## src/rtl/destuff_rx_pkg.sv

```systemverilog
package destuff_rx_pkg;
  typedef enum logic [1:0] {
    ST_HUNT = 2'd0,
    ST_HEAD = 2'd1,
    ST_BODY = 2'd2
  } rx_state_t;
endpackage

```

## src/rtl/zero_run_remover.sv

```systemverilog
module zero_run_remover #(
  parameter int RUN_LIMIT = 6
) (
  input  logic clk,
  input  logic rst,
  input  logic in_bit,
  input  logic in_valid,
  output logic out_bit,
  output logic out_valid,
  output logic out_err
);
  localparam int CW = $clog2(RUN_LIMIT + 1);

  logic [CW-1:0] run_q;
  logic          at_limit;

  assign at_limit = (run_q == CW'(RUN_LIMIT));

  always_ff @(posedge clk) begin
    if (rst) begin
      run_q     <= '0;
      out_bit   <= 1'b0;
      out_valid <= 1'b0;
      out_err   <= 1'b0;
    end else begin
      out_valid <= 1'b0;
      out_err   <= 1'b0;
      if (in_valid) begin
        if (in_bit) begin
          // a one after a full zero run is filler and is dropped
          run_q     <= '0;
          out_bit   <= 1'b1;
          out_valid <= !at_limit;
        end else if (at_limit) begin
          run_q   <= '0;
          out_err <= 1'b1;
        end else begin
          run_q     <= run_q + CW'(1);
          out_bit   <= 1'b0;
          out_valid <= 1'b1;
        end
      end
    end
  end
endmodule

```

## src/rtl/frame_field_parser.sv

```systemverilog
module frame_field_parser
  import destuff_rx_pkg::*;
#(
  parameter int SYNC_ONES = 3,
  parameter int TYPE_W    = 4,
  parameter int PAD_W     = 2,
  parameter int LEN_W     = 10,
  parameter int WORD_W    = 16
) (
  input  logic              clk,
  input  logic              rst,
  input  logic              d_bit,
  input  logic              d_valid,
  input  logic              d_err,
  output logic              hdr_valid,
  output logic [TYPE_W-1:0] hdr_type,
  output logic [LEN_W-1:0]  hdr_len,
  output logic              word_valid,
  output logic [WORD_W-1:0] word_data,
  output logic              word_last,
  output logic              coding_err
);
  localparam int HDR_W = TYPE_W + PAD_W + LEN_W;
  localparam int SH_W  = (HDR_W > WORD_W) ? HDR_W : WORD_W;
  localparam int CNT_W = $clog2(SH_W + 1);
  localparam int ONE_W = $clog2(SYNC_ONES + 1);

  rx_state_t        st_q;
  logic [SH_W-1:0]  sh_q;
  logic [SH_W-1:0]  sh_nxt;
  logic [CNT_W-1:0] cnt_q;
  logic [ONE_W-1:0] ones_q;
  logic [LEN_W-1:0] left_q;
  logic [LEN_W-1:0] len_nxt;

  assign sh_nxt  = {sh_q[SH_W-2:0], d_bit};
  assign len_nxt = sh_nxt[LEN_W-1:0];

  always_ff @(posedge clk) begin
    if (rst) begin
      st_q       <= ST_HUNT;
      sh_q       <= '0;
      cnt_q      <= '0;
      ones_q     <= '0;
      left_q     <= '0;
      hdr_valid  <= 1'b0;
      hdr_type   <= '0;
      hdr_len    <= '0;
      word_valid <= 1'b0;
      word_data  <= '0;
      word_last  <= 1'b0;
      coding_err <= 1'b0;
    end else begin
      hdr_valid  <= 1'b0;
      word_valid <= 1'b0;
      word_last  <= 1'b0;
      coding_err <= 1'b0;
      if (d_err) begin
        st_q       <= ST_HUNT;
        cnt_q      <= '0;
        ones_q     <= '0;
        coding_err <= 1'b1;
      end else if (d_valid) begin
        sh_q <= sh_nxt;
        case (st_q)
          ST_HUNT: begin
            if (!d_bit) begin
              ones_q <= '0;
            end else if (ones_q == ONE_W'(SYNC_ONES - 1)) begin
              ones_q <= '0;
              cnt_q  <= '0;
              st_q   <= ST_HEAD;
            end else begin
              ones_q <= ones_q + ONE_W'(1);
            end
          end
          ST_HEAD: begin
            if (cnt_q == CNT_W'(HDR_W - 1)) begin
              hdr_valid <= 1'b1;
              hdr_type  <= sh_nxt[HDR_W-1 -: TYPE_W];
              hdr_len   <= len_nxt;
              left_q    <= len_nxt;
              cnt_q     <= '0;
              st_q      <= (len_nxt == '0) ? ST_HUNT : ST_BODY;
            end else begin
              cnt_q <= cnt_q + CNT_W'(1);
            end
          end
          ST_BODY: begin
            if (cnt_q == CNT_W'(WORD_W - 1)) begin
              word_valid <= 1'b1;
              word_data  <= sh_nxt[WORD_W-1:0];
              word_last  <= (left_q == LEN_W'(1));
              left_q     <= left_q - LEN_W'(1);
              cnt_q      <= '0;
              if (left_q == LEN_W'(1)) st_q <= ST_HUNT;
            end else begin
              cnt_q <= cnt_q + CNT_W'(1);
            end
          end
          default: st_q <= ST_HUNT;
        endcase
      end
    end
  end
endmodule

```

## src/rtl/destuff_frame_rx.sv

```systemverilog
module destuff_frame_rx #(
  parameter int RUN_LIMIT = 6,
  parameter int SYNC_ONES = 3,
  parameter int TYPE_W    = 4,
  parameter int PAD_W     = 2,
  parameter int LEN_W     = 10,
  parameter int WORD_W    = 16
) (
  input  logic              clk,
  input  logic              rst,
  input  logic              line_bit,
  input  logic              line_valid,
  output logic              hdr_valid,
  output logic [TYPE_W-1:0] hdr_type,
  output logic [LEN_W-1:0]  hdr_len,
  output logic              word_valid,
  output logic [WORD_W-1:0] word_data,
  output logic              word_last,
  output logic              coding_err
);
  logic clean_bit;
  logic clean_valid;
  logic clean_err;

  zero_run_remover #(
    .RUN_LIMIT(RUN_LIMIT)
  ) u_remover (
    .clk      (clk),
    .rst      (rst),
    .in_bit   (line_bit),
    .in_valid (line_valid),
    .out_bit  (clean_bit),
    .out_valid(clean_valid),
    .out_err  (clean_err)
  );

  frame_field_parser #(
    .SYNC_ONES(SYNC_ONES),
    .TYPE_W   (TYPE_W),
    .PAD_W    (PAD_W),
    .LEN_W    (LEN_W),
    .WORD_W   (WORD_W)
  ) u_parser (
    .clk       (clk),
    .rst       (rst),
    .d_bit     (clean_bit),
    .d_valid   (clean_valid),
    .d_err     (clean_err),
    .hdr_valid (hdr_valid),
    .hdr_type  (hdr_type),
    .hdr_len   (hdr_len),
    .word_valid(word_valid),
    .word_data (word_data),
    .word_last (word_last),
    .coding_err(coding_err)
  );
endmodule

```

## config.mk

```make
export PLATFORM = sky130hd
export DESIGN_NAME = destuff_frame_rx
export DESIGN_NICKNAME = d
export VERILOG_FILES = /design/src/rtl/destuff_rx_pkg.sv /design/src/rtl/zero_run_remover.sv /design/src/rtl/frame_field_parser.sv /design/src/rtl/destuff_frame_rx.sv
export SDC_FILE = /design/constraint.sdc
export NUM_CORES = 1
export LEC_CHECK = 0
export ABC_CLOCK_PERIOD_IN_PS = 3600
export BUFFER_PORTS_ARGS = -buffer_cell sky130_fd_sc_hd__buf_2
export CORE_UTILIZATION = 45
export CTS_CLUSTER_SIZE = 14
export DETAILED_ROUTE_END_ITERATION = 16
export HOLD_SLACK_MARGIN = 0.1
export PLACE_DENSITY_LB_ADDON = 0.3
export SLEW_MARGIN = 0
export SYNTH_ARGS = -nofsm -noshare
export SYNTH_HDL_FRONTEND = slang
export SYNTH_HIERARCHICAL = 1
export SYNTH_SLANG_ARGS = --single-unit
```

## constraint.sdc

```tcl
create_clock -name clk -period 3.6 [get_ports clk]
set_clock_uncertainty 0.15 [all_clocks]
set_input_delay 0 -clock clk [delete_from_list [all_inputs] [get_ports clk]]
set_output_delay 0 -clock clk [all_outputs]
set_load 0.01 [all_outputs]
```

==> results.md <==
* Status: completed
* #FFs+latches synth at 74
* Main combinational cell family by area after synthesis: simple AND/OR/NAND/NOR gates
* Most frequent cells in the layout: 81 x nand2_1, 74 x dfxtp_1, 45 x a21oi_1
* Area Overhead vs Synth at 16.1%
* CTS HTree Levels at 3
* Port-buffer cells at 37
* Post-synth EDFFs at 0
* Cell taking the most area after synthesis: dfxtp_1
* Final cell count without fillers at 515
* Die Y at 86.4 µm
* Final hold vios at 0
* Seq/Total Area, Yosys at 0.462
* Fin nets at 424
* Initial Util at 0.469
* Largest cells by area after synthesis: dfxtp_1 46%, nand2_1 9.5%, a21oi_1 7.0%
* Post-route ant nets at 0
* Vias/cell at 5.26
* LEAKAGE at 1.53 nW
* Via count at 2709
* Dpl ws at 1.25 ns
* Post-Synthesis Cells at 378
* Initial antenna violation count at 0
* Fraction of layout cells with a size suffix above 1 at 0.167
* Placer Congestion at 0.871
* Top cell type's share of synthesized area at 0.462
* Yosys cell types at 50
* CP required at 3.73 ns
* Post-CTS Setup Bufs at 0
* Syn_nets at 388
* Mux contribution to synthesized area at 0.0500
* Clk sinks at 74
* Average size of a mapped cell at 8.48 µm²
* Routed wire length at 6.99 mm
* Placed cells at 493
* Remaining DRCs at 0
* First-pass GRT wire length at 11.5 mm
* First-pass DRT Iterations at 4
* Multi-input gate area at 0.00160 mm²
* Tmin final at 2.41 ns
* Hold_buf cts at 6
* Reg clk slew, reported paths at 0.08 ns
* Most common cell after layout, fill and taps aside: nand2_1
* Relative slew slack at 0.485
* Die Area at 0.00746 mm²
* Worst IR Drop VDD at 271 µV
* Critical path endpoint category: flop
* Hold WC Path Type: flop to flop
* Sum Neg Setup Slack at 0 ns
* Total CTS buffers at 9
* CTS tree: yes
* Synthesized-area fraction occupied by and/or/nand/nor cells at 0.264
* WL/cell at 13.6 µm
* Worst Setup Start Kind: flop
* Post-Synth Adder-Cell Area at 0.0234
* R2r startpoint: u_parser/st_q[0]
* FMAX at 0.415 GHz
* Ys async rst share at 0
* Post-CTS sizing at 0
* FF+latch area at 0.00148 mm²
* Worst slew pin tran at 0.773 ns
* Fillers at 657
* Compound-cell area share of the yosys netlist at 0.162
* Antenna cells at 0
* Number of cell rows at 30
* GR Util All Layers at 0.199
* CORE AREA at 0.00683 mm²
* Final WS setup at 1.19 ns
* Power per cell area at 432 mW/mm²
* Max-slew violation count at 0
* # setup viols final at 0
* Min-delay src: u_parser/cnt_q[4]
* Critical path peak fanout at 22
* Mapped Area at 0.00321 mm²
* Post-Synth XOR/XNOR Area at 0
* RSZ-0062 raised after global routing: no
* Largest net degree at the start of global routing at 39
* Core Util, Final at 0.545
* Maxcap violations at 0
* CTS root buf: clkbuf_8
* WS Path Type: flop to flop
* Hpwl dp at 4.69 mm
* Worst skew pair latency at 0.35 ns
* Final period util at 0.669
* Synth warn at 6
* Worst Path Arrival at 2.54 ns
* GRT Residual Overflow at 0
* Vias in the first global route at 2461
* Dominant synthesized flop cell: dfxtp_1
* Drt initial violations at 226
* Die W at 86.4 µm
* Clk buf depth at 2
* I/O pin total at 38
* Worst setup path start: u_parser/st_q[0]
## cell families after synthesis
logic type,count (synthesis)
buf+inv,27
simple gates,170
fa+ha+maj,6
mux,16
compound gates,85
flops,74
## report_power, final
part           switching, mW  internal [mW]
logic                 0.0282         0.0136
clock network          0.323          0.418
registers            0.00481          0.820
## through the flow
| step | instance area [µm²] | hold WS, ns | power [mW] |
|---|---|---|---|
| 2_1_floorplan | 3210 | -0.0876 | 0.870 |
| 3_3_place_gp | 3430 | 0.154 | 0.880 |
| 3_5_place_dp | 3430 | 0.158 | 0.881 |
| 4_1_cts | 3720 | 0.297 | 1.63 |
| 5_1_grt | 3720 | 0.327 | 1.66 |
| 6_report | 3720 | 0.292 | 1.61 |
## flip-flops by register name (all words and copies together), names as in the netlist
register / flops
u_parser/word_data: 16
u_parser/sh_q: 15
u_parser/hdr_len: 10
u_parser/left_q: 10
u_parser/cnt_q: 5
u_parser/hdr_type: 4
u_remover/run_q: 3
u_parser/ones_q: 2
u_parser/st_q: 2
u_parser/coding_err: 1
u_parser/hdr_valid: 1
u_parser/word_last: 1
u_parser/word_valid: 1
u_remover/out_bit: 1
u_remover/out_err: 1
u_remover/out_valid: 1
## synthesized netlist by cell type (4+ instances only)
library cell / number
a21o_1: 4
a21oi_1: 45
buf_2: 9
clkbuf_1: 9
dfxtp_1: 74
ha_1: 6
inv_1: 6
mux2i_1: 16
nand2_1: 81
nand2b_1: 7
nand3_1: 8
nand4_1: 6
nor2_1: 33
nor2b_1: 9
nor3_1: 4
o21ai_0: 10
## layout make-up
type                    instances  share of cell area
clock buffers                  10              0.0370
multi-input cells             277               0.430
clock inverters                 6              0.0256
flip-flops and latches         74               0.398
inverters                       7             0.00706
well taps                      96              0.0323
repair buffers                 45              0.0699
## metal layers
metal,track usage,share of wire
met5,0,0
met1,0.278,0.49
met3,0.0571,0.059
met4,0.0485,0.0076
met2,0.303,0.45
## path summary, 6_finish.rpt
kind	end	slack [ns]	depth (start not counted)
max	u_parser/word_data[10]	1.19	6
min	u_parser/cnt_q[4]	0.29	2
max reg2reg	u_parser/word_data[10]	1.19	6
min reg2reg	u_parser/cnt_q[4]	0.29	2
## critical path, stage by stage (launching register included)
cell and delay [ns]:
dfxtp_1 0.33, inv_1 0.08, ha_1 0.65, inv_2 0.24, nor3_4 0.61, nand2_1 0.12
a21oi_1 0.15
Power figures use the tool's default switching activity.
